===== src/rtl/gpio_irq_pkg.sv =====
package gpio_irq_pkg;

  localparam int unsigned ADDR_W = 4;
  localparam int unsigned DATA_W = 32;
  localparam int unsigned MAX_PINS = 16;
  localparam int unsigned SLOT_W = 4;
  localparam int unsigned PINS_PER_MODE = DATA_W / SLOT_W;

  localparam logic [ADDR_W-1:0] A_IEN   = 4'd0;
  localparam logic [ADDR_W-1:0] A_STAT  = 4'd1;
  localparam logic [ADDR_W-1:0] A_DISP  = 4'd2;
  localparam logic [ADDR_W-1:0] A_CLR   = 4'd3;
  localparam logic [ADDR_W-1:0] A_MSET  = 4'd4;
  localparam logic [ADDR_W-1:0] A_MCLR  = 4'd5;
  localparam logic [ADDR_W-1:0] A_DOUT  = 4'd6;
  localparam logic [ADDR_W-1:0] A_DIN   = 4'd7;
  localparam logic [ADDR_W-1:0] A_DIR   = 4'd8;
  localparam logic [ADDR_W-1:0] A_MODE0 = 4'd9;
  localparam logic [ADDR_W-1:0] A_MODE1 = 4'd10;
  localparam logic [ADDR_W-1:0] A_SRST  = 4'd12;

  localparam logic [2:0] TRIG_FALL = 3'd0;
  localparam logic [2:0] TRIG_RISE = 3'd1;
  localparam logic [2:0] TRIG_LOW  = 3'd2;
  localparam logic [2:0] TRIG_HIGH = 3'd3;
  localparam logic [2:0] TRIG_BOTH = 3'd4;

  typedef struct packed {
    logic wrIen;
    logic wrClr;
    logic wrMaskSet;
    logic wrMaskClr;
    logic wrDout;
    logic wrDir;
    logic wrMode0;
    logic wrMode1;
    logic softClr;
  } strobe_t;

endpackage


===== src/rtl/gpio_irq_ctrl.sv =====
module gpio_irq_ctrl
  import gpio_irq_pkg::*;
(
  input  logic              clk,
  input  logic              rstN,
  input  logic              wrEn,
  input  logic [ADDR_W-1:0] addr,
  input  logic              srstBit,
  output strobe_t           stb,
  output logic              srstQ
);

  logic srstWr;
  assign srstWr = wrEn && (addr == A_SRST);

  always_ff @(posedge clk or negedge rstN) begin
    if (!rstN) srstQ <= 1'b0;
    else if (srstWr) srstQ <= srstBit;
  end

  always_comb begin
    stb.wrIen     = wrEn && (addr == A_IEN);
    stb.wrClr     = wrEn && (addr == A_CLR);
    stb.wrMaskSet = wrEn && (addr == A_MSET);
    stb.wrMaskClr = wrEn && (addr == A_MCLR);
    stb.wrDout    = wrEn && (addr == A_DOUT);
    stb.wrDir     = wrEn && (addr == A_DIR);
    stb.wrMode0   = wrEn && (addr == A_MODE0);
    stb.wrMode1   = wrEn && (addr == A_MODE1);
    stb.softClr   = srstQ;
  end

  // one word written per cycle
  a_r1_single_strobe: assert property (@(posedge clk) disable iff (!rstN)
    $onehot0({stb.wrIen, stb.wrClr, stb.wrMaskSet, stb.wrMaskClr,
              stb.wrDout, stb.wrDir, stb.wrMode0, stb.wrMode1}));

  // soft reset bit follows its last write
  a_r11_srst_follows: assert property (@(posedge clk) disable iff (!rstN)
    srstWr |=> (srstQ == $past(srstBit)));

endmodule


===== src/rtl/gpio_irq_trig.sv =====
module gpio_irq_trig
  import gpio_irq_pkg::*;
(
  input  logic       clk,
  input  logic       rstN,
  input  logic       pinRaw,
  input  logic [2:0] mode,
  output logic       pinLvl,
  output logic       evt
);

  logic syncA;
  logic prevLvl;

  always_ff @(posedge clk or negedge rstN) begin
    if (!rstN) begin
      syncA   <= 1'b0;
      pinLvl  <= 1'b0;
      prevLvl <= 1'b0;
    end else begin
      syncA   <= pinRaw;
      pinLvl  <= syncA;
      prevLvl <= pinLvl;
    end
  end

  logic rise, fall;
  assign rise = pinLvl & ~prevLvl;
  assign fall = ~pinLvl & prevLvl;

  always_comb begin
    case (mode)
      TRIG_FALL: evt = fall;
      TRIG_RISE: evt = rise;
      TRIG_LOW:  evt = ~pinLvl;
      TRIG_HIGH: evt = pinLvl;
      TRIG_BOTH: evt = rise | fall;
      default:   evt = 1'b0;
    endcase
  end

  // edge-mode events only when the synchronized level moved
  a_r4_edge_needs_change: assert property (@(posedge clk) disable iff (!rstN)
    (evt && mode != TRIG_LOW && mode != TRIG_HIGH) |-> (pinLvl != $past(pinLvl)));

  // undefined codes never fire
  a_r4_undefined_silent: assert property (@(posedge clk) disable iff (!rstN)
    (mode > TRIG_BOTH) |-> !evt);

endmodule


===== src/rtl/gpio_irq_dp.sv =====
module gpio_irq_dp
  import gpio_irq_pkg::*;
#(
  parameter int unsigned PORT_W = 16
) (
  input  logic              clk,
  input  logic              rstN,
  input  strobe_t           stb,
  input  logic [DATA_W-1:0] wdata,
  input  logic [ADDR_W-1:0] addr,
  input  logic              srstQ,
  input  logic [PORT_W-1:0] pinIn,
  output logic [DATA_W-1:0] rdata,
  output logic [PORT_W-1:0] pinOut,
  output logic [PORT_W-1:0] pinOe,
  output logic              irqOut
);

  logic [PORT_W-1:0] wd;
  logic [PORT_W-1:0] ienQ, statusQ, maskQ, doutQ, dirQ;
  logic [PORT_W-1:0] evt, pinLvl, dispW, clrBits, statusNext;
  logic [MAX_PINS-1:0][SLOT_W-1:0] slotAll;
  wire unusedWdata = ^wdata;

  assign wd = wdata[PORT_W-1:0];

  for (genvar p = 0; p < MAX_PINS; p++) begin : g_pin
    if (p < PORT_W) begin : g_live
      localparam int unsigned SLOT = (p % PINS_PER_MODE) * SLOT_W;
      localparam bit HIGH_REG = (p >= PINS_PER_MODE);
      logic [2:0] modeQ;
      logic       modeWr;
      assign modeWr = HIGH_REG ? stb.wrMode1 : stb.wrMode0;

      always_ff @(posedge clk or negedge rstN) begin
        if (!rstN)            modeQ <= 3'd0;
        else if (stb.softClr) modeQ <= 3'd0;
        else if (modeWr)      modeQ <= wdata[SLOT +: 3];
      end

      gpio_irq_trig u_trig (
        .clk   (clk),
        .rstN  (rstN),
        .pinRaw(pinIn[p]),
        .mode  (modeQ),
        .pinLvl(pinLvl[p]),
        .evt   (evt[p])
      );

      assign slotAll[p] = {1'b0, modeQ};
    end else begin : g_absent
      assign slotAll[p] = '0;
    end
  end

  assign clrBits    = stb.wrClr ? wd : '0;
  assign statusNext = (statusQ & ~clrBits) | (evt & ienQ);

  always_ff @(posedge clk or negedge rstN) begin
    if (!rstN) begin
      ienQ <= '0; statusQ <= '0; maskQ <= '0; doutQ <= '0; dirQ <= '0;
    end else if (stb.softClr) begin
      ienQ <= '0; statusQ <= '0; maskQ <= '0; doutQ <= '0; dirQ <= '0;
    end else begin
      if (stb.wrIen)  ienQ  <= wd;
      if (stb.wrDout) doutQ <= wd;
      if (stb.wrDir)  dirQ  <= wd;
      if (stb.wrMaskSet)      maskQ <= maskQ | wd;
      else if (stb.wrMaskClr) maskQ <= maskQ & ~wd;
      statusQ <= statusNext;
    end
  end

  assign dispW  = statusQ & ~maskQ;
  assign irqOut = |dispW;
  assign pinOut = doutQ;
  assign pinOe  = dirQ;

  always_comb begin
    case (addr)
      A_IEN:   rdata = DATA_W'(ienQ);
      A_STAT:  rdata = DATA_W'(statusQ);
      A_DISP:  rdata = DATA_W'(dispW);
      A_MSET:  rdata = DATA_W'(maskQ);
      A_DOUT:  rdata = DATA_W'(doutQ);
      A_DIN:   rdata = DATA_W'(pinLvl);
      A_DIR:   rdata = DATA_W'(dirQ);
      A_MODE0: rdata = slotAll[PINS_PER_MODE-1:0];
      A_MODE1: rdata = slotAll[MAX_PINS-1:PINS_PER_MODE];
      A_SRST:  rdata = {{(DATA_W-1){1'b0}}, srstQ};
      default: rdata = '0;
    endcase
  end

  // new status bits only on enabled pins
  a_r6_status_needs_enable: assert property (@(posedge clk) disable iff (!rstN)
    1'b1 |=> ((statusQ & ~$past(statusQ) & ~$past(ienQ)) == '0));

  // cleared bits stay cleared unless a fresh event arrives
  a_r8_clear_takes: assert property (@(posedge clk) disable iff (!rstN)
    (stb.wrClr && !stb.softClr) |=>
      ((statusQ & $past(wd) & ~$past(evt & ienQ)) == '0));

  // mask set and clear
  a_r9_mask_set: assert property (@(posedge clk) disable iff (!rstN)
    (stb.wrMaskSet && !stb.softClr) |=> ((maskQ & $past(wd)) == $past(wd)));
  a_r9_mask_clr: assert property (@(posedge clk) disable iff (!rstN)
    (stb.wrMaskClr && !stb.softClr) |=> ((maskQ & $past(wd)) == '0));

  // fully masked port keeps the line low
  a_r10_masked_quiet: assert property (@(posedge clk) disable iff (!rstN)
    (&maskQ) |-> !irqOut);

  // soft reset empties the port registers
  a_r11_soft_clear: assert property (@(posedge clk) disable iff (!rstN)
    stb.softClr |=> (ienQ == '0 && statusQ == '0 && maskQ == '0 &&
                     doutQ == '0 && dirQ == '0));

endmodule


===== src/rtl/gpio_irq_port.sv =====
module gpio_irq_port
  import gpio_irq_pkg::*;
#(
  parameter int unsigned PORT_W = 16
) (
  input  logic              clk,
  input  logic              rstN,
  input  logic              wrEn,
  input  logic [3:0]        addr,
  input  logic [31:0]       wdata,
  output logic [31:0]       rdata,
  input  logic [PORT_W-1:0] pinIn,
  output logic [PORT_W-1:0] pinOut,
  output logic [PORT_W-1:0] pinOe,
  output logic              irqOut
);

  strobe_t stb;
  logic    srstQ;

  gpio_irq_ctrl u_ctrl (
    .clk    (clk),
    .rstN   (rstN),
    .wrEn   (wrEn),
    .addr   (addr),
    .srstBit(wdata[0]),
    .stb    (stb),
    .srstQ  (srstQ)
  );

  gpio_irq_dp #(.PORT_W(PORT_W)) u_dp (
    .clk   (clk),
    .rstN  (rstN),
    .stb   (stb),
    .wdata (wdata),
    .addr  (addr),
    .srstQ (srstQ),
    .pinIn (pinIn),
    .rdata (rdata),
    .pinOut(pinOut),
    .pinOe (pinOe),
    .irqOut(irqOut)
  );

endmodule


===== config.mk =====
export PLATFORM = sky130hd
export DESIGN_NAME = gpio_irq_port
export DESIGN_NICKNAME = d
export VERILOG_FILES = /design/src/rtl/gpio_irq_pkg.sv /design/src/rtl/gpio_irq_ctrl.sv /design/src/rtl/gpio_irq_trig.sv /design/src/rtl/gpio_irq_dp.sv /design/src/rtl/gpio_irq_port.sv
export SDC_FILE = /design/constraint.sdc
export NUM_CORES = 1
export LEC_CHECK = 0
export ABC_AREA = 1
export BUFFER_PORTS_ARGS = -buffer_cell sky130_fd_sc_hd__buf_2
export CORE_MARGIN = 4
export CORE_UTILIZATION = 58
export CTS_CLUSTER_DIAMETER = 40
export DETAILED_ROUTE_END_ITERATION = 6
export HOLD_SLACK_MARGIN = 0.03
export PLACE_DENSITY = 0.8
export SLEW_MARGIN = 20
export SYNTH_ARGS = -nofsm -noshare
export SYNTH_HDL_FRONTEND = slang
export SYNTH_SLANG_ARGS = --single-unit

===== constraint.sdc =====
create_clock -name clk -period 1.65 [get_ports clk]
set_clock_uncertainty 0.2 [all_clocks]
set_input_delay 0.0825 -clock clk [delete_from_list [all_inputs] [get_ports clk]]
set_output_delay 0.0825 -clock clk [all_outputs]
set_load 0.03 [all_outputs]

Word level (Yosys, flattened, before mapping)
Index checks and enable logic that the tools add are counted.
Widths: inputs -> output; s select.
- eq/ne operators: 75
- mux-type cells: 60
- bitwise logic cells: 89
- reductions and logical operators: 33
- operators with widths (kind ; count):
    $pmux 31 s10 ; 1
    $mux 16 ; 11
    $eq 3x2->1 const B ; 32
    $mux 3 ; 32
    $pmux 1 s5 ; 16
    $and 16x16->16 ; 4
    $eq 3x1->1 const B ; 16
    $eq 3x3->1 const B ; 16
    $logic_not 3->1 ; 16
    $not 16->16 ; 3
    $and 1x1->1 ; 32
    $not 1->1 ; 32
    $or 16x16->16 ; 2
    $eq 4x3->1 const B ; 4
    $eq 4x4->1 const B ; 4
    $or 1x1->1 ; 16
    $reduce_or 16->1 ; 1
    $reduce_bool 2->1 ; 5
    $logic_and 1x1->1 ; 9
    $eq 4x2->1 const B ; 2
    $eq 4x1->1 const B ; 1
    $logic_not 4->1 ; 1
    $reduce_bool 3->1 ; 1
- register bits after elaboration: 177
- bits of input ports: 55
- output and inout port bits: 65
- logic and storage cells: 327

Longest topological paths before layout
Gate-level depths: netlist of the first run.
- depth after elaboration: 7
- depth in mapped cells: 10

By module
From an unflattened synthesis of the first run, not the netlist that was laid out.
- cell total of the unflattened synthesis: 1311
- area, all modules: 9485.3 µm²
- modules (own cells, without submodules) (module ; times used ; cells each ; area an instance (µm²) ; seq. area each (µm²)):
    gpio_irq_dp ; 1 ; 915 ; 6603.8 ; 3203.1
    gpio_irq_trig ; 16 ; 23 ; 171.4 ; 75.1
    gpio_irq_ctrl ; 1 ; 28 ; 138.9 ; 25.0

Worst setup path before layout of the first run
Ideal clock, no wire load.
- path type: register to register
- start point: register u_ctrl.srstQ
- end point: register u_dp.maskQ[15]
- library setup time: 0.077 ns
- arrival time: 1.210 ns
- data required time: 1.373 ns
- path slack: 0.163 ns
- stages on the path, launching flop included: 6
- buffers on the path: 2
- period minus slack after synthesis: 1.487 ns
- cell sequence: dfrtp_1 inv_2 buf_2 clkbuf_1 o21ai_0 a21oi_1
- word-level cells in the longest chain between the ends: 1
- elaborated cells between the ends (all ways): 2
- classes of those cells: mux (1); reduce/logical (1)
- RTL lines (element ; line ; RTL):
    start, declared ; gpio_irq_ctrl.sv:10 ; output logic srstQ
    start signal, assigned ; gpio_irq_ctrl.sv:18 ; else if (srstWr) srstQ <= srstBit;
    $reduce_bool 3->1 (no source line) / $mux 16 (equally long branches) ; n/a ;
    end signal, assigned ; gpio_irq_dp.sv:68 ; if (stb.wrMaskSet) maskQ <= maskQ | wd;
    end signal, assigned ; gpio_irq_dp.sv:69 ; else if (stb.wrMaskClr) maskQ <= maskQ & ~wd;
    end, declared ; gpio_irq_dp.sv:20 ; logic [PORT_W-1:0] ienQ, statusQ, maskQ, doutQ, dirQ;
Parallel ways exist; a longest one is shown, timed or not.
A chain may end at the register's enable or synchronous reset.

Final worst setup path of the first run
- start point: register u_dp.maskQ[0]
- end point: output port irqOut
- word-level cells in the longest chain between the ends: 3
- RTL lines (element ; line ; RTL):
    $not 16->16 ; gpio_irq_dp.sv:74 ; assign dispW = statusQ & ~maskQ;
    $and 16x16->16 ; gpio_irq_dp.sv:74 ;
    $reduce_or 16->1 ; gpio_irq_dp.sv:75 ; assign irqOut = |dispW;
    end, declared ; gpio_irq_port.sv:15 ; output logic irqOut
No other way between the ends.

==> flow_summary.toml, run 1 <==
[setup_path]
r2r_end = "u_dp.statusQ[5]$_DFF_PN0_"
crit_arrival_ns = 1.65
worst-path-max-fanout = 3
critPathRequiredTime_ns = 1.37
r2r_cells = 11
end_kind = "primary output"
r2r_start = "u_dp.g_pin[5].g_live.u_trig.pinLvl$_DFF_PN0_"
r2r_slack_ns = -0.05
crit_type = "reg2out"
cp-startpoint = "u_dp.maskQ[0]$_DFFE_PN0P_"
critPathLaunchType = "flip-flop"

[sta]
setup_viol = 21
post-route-min-period_ns = 1.929
rsz0062_at_grt = "yes"
finalHoldViolCount = 0
tightest_slew_ns = 0.9184
worst_hold_slack_ns = 0.07850
setup_slack_ns = -0.2793
slew_headroom_pct = 38.57
fmax_ghz = 0.5183
post-route-period-util_pct = 116.9
slew_violations = 0

[route]
drt_iter0_drc = 1198
wl_per_cell_um = 18.04
num_vias = 9388
finalWirelength_um = 30060
ant_nets = 0
drcViolationCount = 0
vias_per_cell = 5.635
firstDrtPassIters = 6

[cells_and_area]
diodes = 0
finalNetCount = 1530
drive_above_1_share_pct = 27.70
syn2layout_area_growth_pct = 35.65
final_cells = 1666

[worst_hold_path]
hold_path_end = "u_dp.maskQ[2]$_DFFE_PN0P_"
min_from = "addr[3]"
whs_path_depth = 5
hold_path_class = "in2reg"

[status]
violations = "negative setup slack"
status = "complete, but fails checks"

[grt]
grt_start_max_net_pins = 56
grt_pass1_vias = 8753
antenna_found_initial = 0
grt_remaining_overflow = 0
track_usage_pct = 31.60
grt_pass1_wl_um = 44000

[clock_tree]
tritoncts = "built"
clk_pin_slew_ns = 0.06
cts_buffers = 17
clkLatencyLatePin_ns = 0.44
cts_root_buf = "clkbuf_16"
htreeDepth = 4
cts_max_path_buffers = 2
clock_sink_count = 177

[synth]
yosys-top-cells-count = "nand2_1 (326), inv_1 (199), dfrtp_1 (177)"
yosysWarnings = 0
yosysTopAreaCell = "dfrtp_1"
ys_types = 30
synth.avg_cell_area_um2 = 7.720
synth-seq-cells = 177
synth_edf_count = 0
synthTopCellsByArea = "dfrtp_1 (49%), nand2_1 (13%), inv_1 (8.2%), o21ai_0 (7.1%), ha_1 (4.4%)"
synthArstFlopShare_pct = 100.0
yosys.cell_count.top_type = "nand2_1"
synth-main-ff-cell = "dfrtp_1"
yosysTopAreaCellShare_pct = 48.79
syn_area_um2 = 9079
syn_inst = 1176
ys_seq_area_share_pct = 48.79

[power_and_ir_drop]
leakagePower_nw = 6.314
finalPower_mw = 17.08
p_per_area_nw_per_um2 = 1387
ir_drop_mv = 1.128

[flow_run]
cap_viol_max_count = 0

[floorplan]
ios = 120
initial_core_util_pct = 59.50
die_y_um = 133.1
core_um2 = 15260
fp.dieW_um = 133.1
num_rows = 45
die-area_um2 = 17720

[placement]
dp_cells = 1520
dpl.hpwl_um = 18860
gp_congestion = 0.9168
io_buffers = 111
pre_cts_ws_ns = -0.01512
-- per-stage QoR --
stage | cell area (um^2) | setup TNS (ns) | utilization (%)
after CTS | 11770 | -2.128 | 77.13
after global placement | 10270 | 0 | 67.28
after global routing | 12320 | -6.237 | 80.71
after floorplan | 9090 | 0 | -
final | 12320 | -2.244 | 80.71
after detailed placement | 10270 | -0.02300 | 67.28
-- layer usage --
metal	vias up	part of all wire (%)	global-route usage, %
met4	0	4.5	13.71
met5	-	0	0
met1	4381	37	40.53
met3	132	10	6.647
met2	648	49	52.26
li1	4227	-	-
-- power breakdown --
part,internal [mW],switching (mW)
sequential,5.51,0.916
clock,2.11,1.72
combinational,2.54,4.30
total,10.2,6.93
-- worst max path at each step --
stage	endpoint	cells past startpoint
after floorplan	u_dp.maskQ[15]$_DFFE_PN0P_	5
after global placement	u_dp.pinOut[6]$_DFFE_PN0P_	4
after detailed placement	rdata[5]	9
after CTS	irqOut	6
after global routing	irqOut	6
final	irqOut	6
-- cells by family (layout without fill, tap and decap cells) --
group | count (synthesis) | count (layout) | synth area share [%]
buf+inv | 247 | 523 | 11.09
other cells | 1 | 4 | 0.04131
compound gates | 222 | 222 | 13.24
flops | 177 | 177 | 48.79
simple gates | 497 | 497 | 22.42
fa+ha+maj | 32 | 32 | 4.410
-- final cells by class --
class / count / area (um^2)
Multi-Input combinational cell: 755 / 3971
Fill cell: 911 / 2943
Tap cell: 211 / 264.0
Clock buffer: 22 / 454.2
Clock inverter: 9 / 85.08
Sequential cell: 177 / 4442
Timing Repair Buffer: 285 / 2316
Inverter: 207 / 783.3
-- sequential cells by signal (all words and copies together), names as in the netlist --
| register | cells |
|---|---|
| u_dp.maskQ | 16 |
| u_dp.statusQ | 16 |
| u_dp.ienQ | 16 |
| u_dp.pinOut | 16 |
| u_dp.pinOe | 16 |
| u_dp.g_pin.g_live.u_trig.prevLvl | 16 |
| u_ctrl.srstQ | 1 |
| u_dp.g_pin.g_live.modeQ | 48 |
| u_dp.g_pin.g_live.u_trig.pinLvl | 16 |
| u_dp.g_pin.g_live.u_trig.syncA | 16 |
-- timing repair --
item,in CTS,in global routing
endpoints found under the setup margin,20,74
hold buffers,54,1
gates cloned,0,1
resized for setup,105,88
buffers inserted,29,33
endpoints found under the hold margin,322,18
pin swaps,48,53
-- placed cells by master (no fill, tap or decap), drive strengths merged --
master and count:
a21oi 35, buf 228, bufinv 1, clkbuf 25, clkinv 4, clkinvlp 4, conb 4, dfrtp 177
dlygate4sd3 53, dlymetal6s4s 1, ha 32, inv 207, nand2 334, nand3 60, nand3b 3, nand4 6
nor2 89, nor3 2, nor4 2, o211a 2, o211ai 5, o21ai 134, o22ai 46, or2 1
-- worst max-delay path: stages (launching register included) --
cell     delay (ns)
dfrtp_1        0.36
inv_2          0.07
nand2_2        0.09
nand4_1        0.16
nor4_4         0.21
nand2_1        0.15
buf_6          0.17
Note: power is estimated with default switching activity, not from simulation.
==> inputs of run 2 (changes only) <==
--- a/config.mk
+++ b/config.mk
@@ -13,6 +13,7 @@
 export DETAILED_ROUTE_END_ITERATION = 6
 export HOLD_SLACK_MARGIN = 0.03
 export PLACE_DENSITY = 0.8
+export SKIP_LAST_GASP = 1
 export SLEW_MARGIN = 20
 export SYNTH_ARGS = -nofsm -noshare
 export SYNTH_HDL_FRONTEND = slang
==> constraint.sdc (replaced) <==
create_clock -name clk -period 1.9 [get_ports clk]
set_clock_uncertainty 0.2 [all_clocks]
set_input_delay 0.095 -clock clk [delete_from_list [all_inputs] [get_ports clk]]
set_output_delay 0.095 -clock clk [all_outputs]
set_load 0.03 [all_outputs]
==> flow_summary.toml, run 2 (synthesized netlist as in run 1, its figures left out) <==
[placement]
pre_cts_ws_ns = 0.1765
dp_cells = 1501
placed_area_um2 = 10070
dpl.hpwl_um = 18700
io_buffers = 111
gp_congestion = 0.9477

[setup_path]
critPathLaunchType = "flip-flop"
end_kind = "primary output"
crit_arrival_ns = 1.65
critPathRequiredTime_ns = 1.60
worst-path-max-fanout = 2
r2r_slack_ns = 0.23
crit_type = "reg2out"

[clock_tree]
cts_buffers = 17
tritoncts = "built"
htreeDepth = 4
cts_max_path_buffers = 2
clk_pin_slew_ns = 0.07
clkLatencyLatePin_ns = 0.43
clock_sink_count = 177
cts_root_buf = "clkbuf_16"

[worst_hold_path]
hold_path_class = "in2reg"

[cells_and_area]
syn2layout_area_growth_pct = 25.00
layout_commonest_cell = "nand2_1"
largest_register_ffs = 48
diodes = 0
fin_area_um2 = 11350
fin_util_pct = 74.37
finalNetCount = 1453
final_cell_mix = "nand2_1 (317), inv_1 (191), dfrtp_1 (177)"
largest_register = "u_dp.g_pin.g_live.modeQ"
final_cells = 1588
drive_above_1_share_pct = 16.99

[sta]
slew_headroom_pct = 61.36
slew_violations = 0
tns_ns = -0.04117
post-route-period-util_pct = 102.2
fmax_ghz = 0.5152
tightest_slew_ns = 0.5775
finalHoldViolCount = 0
rsz0062_at_grt = "yes"
worst_hold_slack_ns = 0.06269
setup_viol = 1
setup_slack_ns = -0.04117
post-route-min-period_ns = 1.941

[power_and_ir_drop]
finalPower_mw = 14.05
p_seq_share_pct = 39.0
p_clk_share_pct = 26.0
ir_drop_mv = 0.9084
leakagePower_nw = 5.880
p_per_area_nw_per_um2 = 1238
p_sw_share_pct = 39.25
share_comb_of_total_power_pct = 35.0
internal_power_mw = 8.533
power_switching_mw = 5.514

[grt]
grt_start_max_net_pins = 48
track_usage_pct = 30.40
antenna_found_initial = 0
grt_pass1_vias = 8464
grt_pass1_wl_um = 42340
grt_remaining_overflow = 0

[route]
vias_per_cell = 5.482
ant_nets = 0
drcViolationCount = 0
wl_per_cell_um = 16.67
finalWirelength_um = 26470
num_vias = 8705
drt_iter0_drc = 1082
firstDrtPassIters = 5

[floorplan]
num_rows = 45
initial_core_util_pct = 59.50
ios = 120
die-area_um2 = 17720
die_y_um = 133.1
fp.dieW_um = 133.1
core_um2 = 15260

[flow_run]
cap_viol_max_count = 0

[status]
status = "complete, but fails checks"
violations = "negative setup slack"
## run 2: per-layer routing
| metal | part of all wire [%] | GRT usage, % |
|---|---|---|
| met5 | 0 | 0 |
| met1 | 39 | 39.11 |
| met2 | 48 | 49.21 |
| met4 | 4.4 | 14.74 |
| met3 | 8.5 | 6.571 |
## run 2: power by group through the flow
stage | combinational (mW) | clock [mW] | sequential [mW]
finish | 4.91 | 3.66 | 5.48
global route | 5.39 | 3.87 | 5.59
CTS | 4.72 | 3.69 | 5.44
detailed placement | 4.50 | 0 | 5.47
global placement | 4.34 | 0 | 5.44
floorplan | 2.65 | 0 | 5.78
## run 2: final timing paths
path / from / to / depth (start not counted)
max: u_dp.statusQ[8]$_DFF_PN0_ / irqOut / 6
min: addr[0] / u_dp.statusQ[0]$_DFF_PN0_ / 5
max reg2reg: u_dp.g_pin[2].g_live.u_trig.pinLvl$_DFF_PN0_ / u_dp.statusQ[2]$_DFF_PN0_ / 7
min reg2reg: u_dp.g_pin[5].g_live.u_trig.syncA$_DFF_PN0_ / u_dp.g_pin[5].g_live.u_trig.pinLvl$_DFF_PN0_ / 0
max in group asynchronous: rstN / u_dp.g_pin[2].g_live.u_trig.prevLvl$_DFF_PN0_ / 4
min in group asynchronous: rstN / u_dp.g_pin[15].g_live.modeQ[2]$_DFFE_PN0P_ / 3
## run 2: timing repair
action / 4_1_cts / 5_1_grt
setup buffers: 3 / 4
endpoints found under the setup margin: 6 / 13
pin swaps: 7 / 14
cloned: 0 / 0
gates resized for setup: 15 / 39
hold buffers: 50 / 0
hold endpoints to repair: 322 / 0
## run 2: cell type report
| class | count | area [um^2] |
|---|---|---|
| Clock buffer | 19 | 452.9 |
| Fill cell | 1104 | 3910 |
| Timing Repair Buffer | 208 | 1554 |
| Multi-Input combinational cell | 755 | 3715 |
| Sequential cell | 177 | 4429 |
| Tap cell | 211 | 264.0 |
| Inverter | 207 | 779.5 |
| Clock inverter | 11 | 153.9 |
## run 2: critical path: stages (launching register included)
cell     delay, ns
dfrtp_1       0.39
inv_1         0.08
or2_4         0.12
nand2_2       0.05
nor4_2        0.27
nand2_1       0.14
buf_6         0.17
==> inputs of run 3 (changes only) <==
--- a/config.mk
+++ b/config.mk
@@ -13,6 +13,8 @@
 export DETAILED_ROUTE_END_ITERATION = 6
 export HOLD_SLACK_MARGIN = 0.03
 export PLACE_DENSITY = 0.8
+export RECOVER_POWER = 100
+export REMOVE_ABC_BUFFERS = 1
 export SKIP_LAST_GASP = 1
 export SLEW_MARGIN = 20
 export SYNTH_ARGS = -nofsm -noshare
==> flow_summary.toml, run 3 (synthesized netlist as in run 1, its figures left out) <==
[status]
status = "complete, but fails checks"
violations = "negative setup slack"

[sta]
setup_slack_ns = -0.02135
post-route-min-period_ns = 1.921
fmax_ghz = 0.5205
post-route-period-util_pct = 101.1
finalHoldViolCount = 0
tightest_slew_ns = 0.7928
slew_headroom_pct = 47.15
slew_violations = 0
setup_viol = 1
rsz0062_at_grt = "yes"

[floorplan]
die-area_um2 = 17720
ios = 120
core_um2 = 15260
fp.dieW_um = 133.1
num_rows = 45
die_y_um = 133.1
initial_core_util_pct = 59.50

[grt]
grt_start_max_net_pins = 56
track_usage_pct = 30.14
grt_pass1_wl_um = 42240
antenna_found_initial = 0
grt_pass1_vias = 8602
grt_remaining_overflow = 0

[flow_run]
cap_viol_max_count = 0

[cells_and_area]
final_cell_mix = "nand2_1 (320), inv_1 (191), dfrtp_1 (177)"
drive_above_1_share_pct = 13.46
largest_register = "u_dp.g_pin.g_live.modeQ"
syn2layout_area_growth_pct = 23.37
layout_commonest_cell = "nand2_1"
diodes = 0
final_cells = 1593
finalNetCount = 1458
largest_register_ffs = 48

[setup_path]
crit_type = "reg2out"
crit_family = "simple AND/OR/NAND/NOR gates"
path_cells = "inv_1 > or2_4 > nand2_4 > nor4_4 > nand2_2 > buf_6"
end_kind = "primary output"
worst-path-max-fanout = 2
critPathLaunchType = "flip-flop"
crit_slowest_cell = "dfrtp_1"
crit_arrival_ns = 1.63
r2r_cells = 6
slowest_delay_ns = 0.38
path_buf_inv = 2
critPathRequiredTime_ns = 1.60
cp.depth = 6

[route]
drt_iter0_drc = 1021
finalWirelength_um = 26570
route.met3.wl_um = 2484
num_vias = 8817
dr_wl_met2_um = 12520
drcViolationCount = 0
ant_nets = 0
firstDrtPassIters = 5
wl_per_cell_um = 16.68
top_layer = "met4"
drt-met1-wl_um = 10450
vias_per_cell = 5.535

[clock_tree]
tritoncts = "built"
clock_sink_count = 177
cts_max_path_buffers = 2
htreeDepth = 4
clkLatencyLatePin_ns = 0.43
cts_root_buf = "clkbuf_16"
clk_pin_slew_ns = 0.07
cts_buffers = 17

[power_and_ir_drop]
p_per_area_nw_per_um2 = 1232
leakagePower_nw = 5.707
ir_drop_mv = 0.9064
finalPower_mw = 13.80

[placement]
dpl.hpwl_um = 18100
gp_congestion = 0.9483
io_buffers = 111
dp_cells = 1503
pre_cts_ws_ns = 0.1094

[worst_hold_path]
hold_path_class = "in2reg"
whs_path_depth = 4
## run 3: changes by cell type in the layout (fill, tap and decap cells not counted), sizes merged
| cell | previous run | this run |
|---|---|---|
| clkinvlp | 2 | 0 |
| clkinv | 2 | 4 |
| buf | 153 | 96 |
| clkbuf | 24 | 91 |
| inv | 211 | 206 |
## run 3: area by class of cell
class	count	area, um^2
Inverter	207	777.0
Tap cell	211	264.0
Fill cell	1167	4058
Sequential cell	177	4429
Clock inverter	6	105.1
Timing Repair Buffer	213	1433
Multi-Input combinational cell	755	3711
Clock buffer	24	481.7
## run 3: worst paths after layout
| kind | startpoint | endpoint | slack, ns |
|---|---|---|---|
| max reg2reg | u_ctrl.srstQ$_DFFE_PN0P_ | u_dp.g_pin[9].g_live.modeQ[0]$_DFFE_PN0P_ | 0.03 |
| min | addr[1] | u_dp.maskQ[0]$_DFFE_PN0P_ | 0.05 |
| min reg2reg | u_dp.g_pin[7].g_live.u_trig.syncA$_DFF_PN0_ | u_dp.g_pin[7].g_live.u_trig.pinLvl$_DFF_PN0_ | 0.15 |
| max in group asynchronous | rstN | u_dp.g_pin[1].g_live.u_trig.prevLvl$_DFF_PN0_ | 0.13 |
| max | u_dp.statusQ[8]$_DFF_PN0_ | irqOut | -0.02 |
| min in group asynchronous | rstN | u_dp.g_pin[15].g_live.u_trig.syncA$_DFF_PN0_ | 0.64 |
## run 3: routing by layer
metal | vias up | track usage (%)
met2 | 495 | 48.36
met4 | 0 | 14.91
met1 | 4144 | 39.24
met5 | - | 0
li1 | 4082 | -
met3 | 96 | 6.269
## run 3: where the power goes
group          internal [mW]  switching [mW]
Sequential              4.77           0.698
Combinational           1.46            3.30
Clock                   2.15            1.41
Total                   8.39            5.41
## run 3: per-stage QoR
stage | instance area, um^2 | hold slack, ns | TNS, ns | util [%]
CTS | 11240 | 0.03175 | -0.004584 | 73.64
detailed placement | 10060 | -0.1134 | 0 | 65.95
floorplan | 8860 | -0.4006 | -28.06 | -
global placement | 10060 | -0.1132 | 0 | 65.95
finish | 11200 | 0.04951 | -0.02135 | 73.41
global route | 11200 | 0.05419 | -0.9764 | 73.41
## run 3: worst min-delay path: stages
cell	delay (ns)
buf_2	0.18
o21ai_4	0.20
nand2_1	0.10
a21oi_1	0.06
## run 3: what timing repair did
item / in CTS / in global routing
pin swaps: 5 / 12
endpoints found under the setup margin: 5 / 14
hold buffers: 50 / 0
resized for setup: 14 / 43
endpoints found under the hold margin: 322 / 0
buffers inserted: 5 / 5
